==> src/rtl/uart_irq_ctrl.sv <==
module uart_irq_ctrl #(
  parameter int NSRC = 11,
  parameter int TX_BIT = 5,
  parameter logic [NSRC-1:0] RX_GRP  = 11'h010,
  parameter logic [NSRC-1:0] TX_GRP  = 11'h020,
  parameter logic [NSRC-1:0] RT_GRP  = 11'h040,
  parameter logic [NSRC-1:0] MS_GRP  = 11'h00F,
  parameter logic [NSRC-1:0] ERR_GRP = 11'h780
) (
  input  logic            clk,
  input  logic            rst_n,
  input  logic            wr_en,
  input  logic [1:0]      addr,
  input  logic [NSRC-1:0] wdata,
  output logic [NSRC-1:0] rdata,
  input  logic [NSRC-1:0] evt_set,
  input  logic            data_wr,
  output logic [5:0]      irq_o
);

  localparam logic [1:0] A_RAW = 2'd0;
  localparam logic [1:0] A_MSK = 2'd1;
  localparam logic [1:0] A_MIS = 2'd2;
  localparam logic [1:0] A_CLR = 2'd3;
  localparam logic [NSRC-1:0] ALL_GRP = RX_GRP | TX_GRP | RT_GRP | MS_GRP | ERR_GRP;
  localparam logic [NSRC-1:0] LINE_GRP [6] = '{ALL_GRP, RX_GRP, TX_GRP, RT_GRP, MS_GRP, ERR_GRP};

  logic [NSRC-1:0] raw_q, mask_q, clr_bits, set_bits, masked;
  logic [5:0]      irq_d;

  assign clr_bits = (wr_en && addr == A_CLR) ? wdata : '0;
  assign set_bits = evt_set | (data_wr ? NSRC'(1) << TX_BIT : '0);
  assign masked   = raw_q & mask_q;

  always_ff @(posedge clk or negedge rst_n) begin
    if (!rst_n) begin
      raw_q  <= '0;
      mask_q <= '0;
    end else begin
      raw_q <= (raw_q & ~clr_bits) | set_bits;
      if (wr_en && addr == A_MSK) mask_q <= wdata;
    end
  end

  always_comb begin
    case (addr)
      A_RAW:   rdata = raw_q;
      A_MSK:   rdata = mask_q;
      A_MIS:   rdata = masked;
      default: rdata = '0;
    endcase
  end

  for (genvar i = 0; i < 6; i++) begin : g_line
    assign irq_d[i] = |(masked & LINE_GRP[i]);
  end

  always_ff @(posedge clk or negedge rst_n) begin
    if (!rst_n) irq_o <= '0;
    else        irq_o <= irq_d;
  end


  tx_set_chk: assert property (@(posedge clk) disable iff (!rst_n)
    data_wr |=> raw_q[TX_BIT]);


  mask_wr_chk: assert property (@(posedge clk) disable iff (!rst_n)
    (wr_en && addr == A_MSK) |=> mask_q == $past(wdata));


  clr_chk: assert property (@(posedge clk) disable iff (!rst_n)
    (wr_en && addr == A_CLR && evt_set == '0 && !data_wr) |=> (raw_q & $past(wdata)) == '0);


  ro_wr_chk: assert property (@(posedge clk) disable iff (!rst_n)
    (wr_en && (addr == A_RAW || addr == A_MIS) && evt_set == '0 && !data_wr)
      |=> raw_q == $past(raw_q));


  set_wins_chk: assert property (@(posedge clk) disable iff (!rst_n)
    1'b1 |=> (raw_q & $past(evt_set)) == $past(evt_set));


  comb_or_chk: assert property (@(posedge clk) disable iff (!rst_n)
    irq_o[0] == |irq_o[5:1]);

endmodule

==> config.mk <==
export PLATFORM = sky130hd
export DESIGN_NAME = uart_irq_ctrl
export DESIGN_NICKNAME = d
export VERILOG_FILES = /design/src/rtl/uart_irq_ctrl.sv
export SDC_FILE = /design/constraint.sdc
export NUM_CORES = 1
export LEC_CHECK = 0
export BUFFER_PORTS_ARGS = -buffer_cell sky130_fd_sc_hd__buf_2
export CAP_MARGIN = 20
export CORE_MARGIN = 2
export CORE_UTILIZATION = 45
export CTS_CLUSTER_DIAMETER = 150
export CTS_CLUSTER_SIZE = 28
export DETAILED_ROUTE_END_ITERATION = 12
export PLACE_DENSITY = 0.73
export SYNTH_ARGS = -nofsm -noshare
export SYNTH_HDL_FRONTEND = slang
export SYNTH_SLANG_ARGS = --single-unit
==> constraint.sdc <==
create_clock -name clk -period 1.9 [get_ports clk]
set_input_delay 0.38 -clock clk [delete_from_list [all_inputs] [get_ports clk]]
set_output_delay 0.38 -clock clk [all_outputs]
set_load 0.03 [all_outputs]
==> summary.md <==
| Metric | Value |
|---|---|
| Status | `finished clean` |
| 1st-iter DRT viols | `15` |
| Antenna Cells | `0` |
| HPWL after DPL | `around 2.1 mm` |
| Min-Delay Path Class | `primary input to async pin` |
| Worst Skew | `14.1 ps` |
| Congestion Overflow GR | `0` |
| Pwr/cell area | `893 nW/um^2` |
| Post-Syn Area | `between 1000 and 1500 um^2` |
| CP Class | `flop to primary output` |
| H-tree levels | `1` |
| Crit path DAT | `~1300 ps` |
| Port bufs | `44` |
| Worst-Skew Late Latency | `330 ps` |
| Vias in the first global route | `964` |
| Clk Tree Root Cell | `clkbuf_4` |
| Vias per Instance | `roughly 5.2` |
| DR vias | `a little under 1000` |
| Yosys reg bits | `28` |
| Num rows | `19` |
| Tcrit/Tclk final | `0.898` |
| Setup WS pre-CTS | `287 ps` |
| Number of synthesized flops with an enable pin | `0` |
| IO Count | `45` |
| R2r setup slk | `760 ps` |
| Max_cap viols | `0` |
| Switching power | `approximately 0.46 mW` |
| Syn Nets | `139` |
| Fmax | `around 600 MHz` |
| CP Capture Point | `rdata[3]` |
| Gate count of the mapped netlist | `roughly 110` |
| Fin nets | `185` |
| Combinational power share | `0.295` |
| Leak | `0.792 nW` |
| Setup WS post-layout | `between 150 and 200 ps` |
| Clock transition at the registers of the reported paths | `160 ps` |
| Worst slew pin tran | `617 ps` |
| Pint | `0.959 mW` |
| Chip height | `approximately 58 um` |
| Unrepaired setup endpoints after global routing | `no` |
| WP data required | `1520 ps` |
| Register-to-Register Path Depth | `3` |
| Fin. Hold Viols | `0` |
| Top_reg_cell synth | `dfrtp_1` |
| CTS tree | `done` |
| 1st-pass router iterations | `4` |
| Gr usage total | `0.178` |
| Worst R2R Start | `raw_q[0]` |
| Die area | `between 3000 and 4000 um^2` |
| Seq pwr share | `0.501` |
| Kind of end point of the critical path | `primary output` |
| Reg-to-reg endpoint | `irq_o[0]` |
| Initial antenna violation count | `0` |
| # Post-CTS Setup Buffers | `0` |
| Drc violations | `0` |
| Worst VDD drop | `between 500 and 600 uV` |
| WL/cell | `between 10 and 15 um` |
| Synth warnings | `0` |
| Drt total wl | `~2.7 mm` |
| Asr flop ratio synth | `1.00` |
| Final setup viols | `0` |
| Largest net degree at the start of global routing | `29` |
| Max-slew violations | `0` |
| Netlist cell types | `20` |
| Rel. slew slack | `0.589` |
| Clock power frac | `0.204` |
| # hold bufs at CTS | `0` |
| Sequential area share after synthesis | `0.538` |
| CTS Buf Count | `3` |
| First-pass GRT wire length | `around 4.5 mm` |
| CTS Buffer Depth | `2` |
| Crit path from | `mask_q[3]` |
| Syn Area/Cell | `around 12 um^2` |
| Starting density of the core | `0.472` |
| Post-CTS sizing | `0` |
| Maximum fanout along the worst path | `4` |
| Min Clock Period, post-route | `about 1700 ps` |
| Core area | `2760 um^2` |
| Sw Share | `0.326` |
| Startpoint Class | `flop` |
| Layout cells sized above 1 | `0.397` |
| CTS sink cnt | `28` |
| Setup TNS | `0 ps` |
| Gpl congestion | `0.778` |
| Post-route ant nets | `0` |
| Chip width | `57.8 um` |
| Layout area overhead | `22.4%` |
[kinds of logic after synthesis]
group,Yosys count,share of synthesized area
and+or+nand+nor,30,0.0999
DFF,28,0.538
AOI/OAI and AO/OA,22,0.120
muxes,21,0.201
buffers and inverters,10,0.0413
[metrics by stage]
stage	power, mW	cells	area [um^2]	hold slack [ps]	utilization
after detailed placement	1.15	183	1560	425	0.565
after global placement	1.14	183	1560	418	0.565
after floorplan	1.01	111	1300	84.4	-
after CTS	1.44	187	1590	52.6	0.578
final	1.42	187	1590	38.4	0.578
after global routing	1.50	187	1590	64.9	0.578
[flip-flops by register name, indices dropped and copies added (netlist names)]
| signal | count |
|---|---|
| irq_o | 6 |
| mask_q | 11 |
| raw_q | 11 |
[worst max-delay path, cell delays in order (launching register included)]
cell	delay, ps
dfrtp_1	430
nand2b_1	150
a32o_1	250
buf_2	170
[worst min-delay path by stage]
stage	end	startpoint	slack, ps
floorplan	irq_o[0]	rst_n	80
global placement	raw_q[5]	rst_n	420
detailed placement	irq_o[2]	rst_n	430
CTS	irq_o[0]	rst_n	50
global route	irq_o[2]	rst_n	60
finish	irq_o[1]	rst_n	40
[power by group through the flow]
stage	sequential, mW	clock [mW]	combinational, mW
final	0.713	0.290	0.420
after floorplan	0.752	0	0.261
after global placement	0.720	0	0.416
after detailed placement	0.726	0	0.424
after CTS	0.714	0.303	0.425
after global routing	0.723	0.323	0.458
[cell usage after synthesis, drive strengths merged, types with 2 or more instances]
library cell  count  area share
o22ai            10       0.048
inv               4       0.012
dfrtp            28        0.54
nand4             2      0.0096
nand2            23       0.066
buf               4       0.024
mux2             11        0.12
a21o             10       0.058
mux2i            10       0.077
clkbuf            2      0.0058
[placed cells by master, fill, tap and decap left out, types with 3 or more instances in the layout]
master	n
a21o_1	10
buf_2	44
clkbuf_4	3
dfrtp_1	28
inv_1	4
mux2_4	10
mux2i_1	10
nand2_1	23
o22ai_1	10
[per-layer routing]
layer	wire, um	share of wire	up-vias	track usage
met5	0	0	-	0
met4	9	0.0034	0	0.0498
met3	138	0.052	2	0.0290
met2	1260	0.47	30	0.292
met1	1270	0.47	465	0.246
li1	-	-	477	-
[layout make-up]
type	count	area, um^2
well taps	31	38.8
multi-input cells	73	548
flip-flops and latches	28	701
fillers	251	1160
clock buffers	4	36.3
repair buffers	47	255
inverters	4	15.0
(Power assumes the default switching activity.)
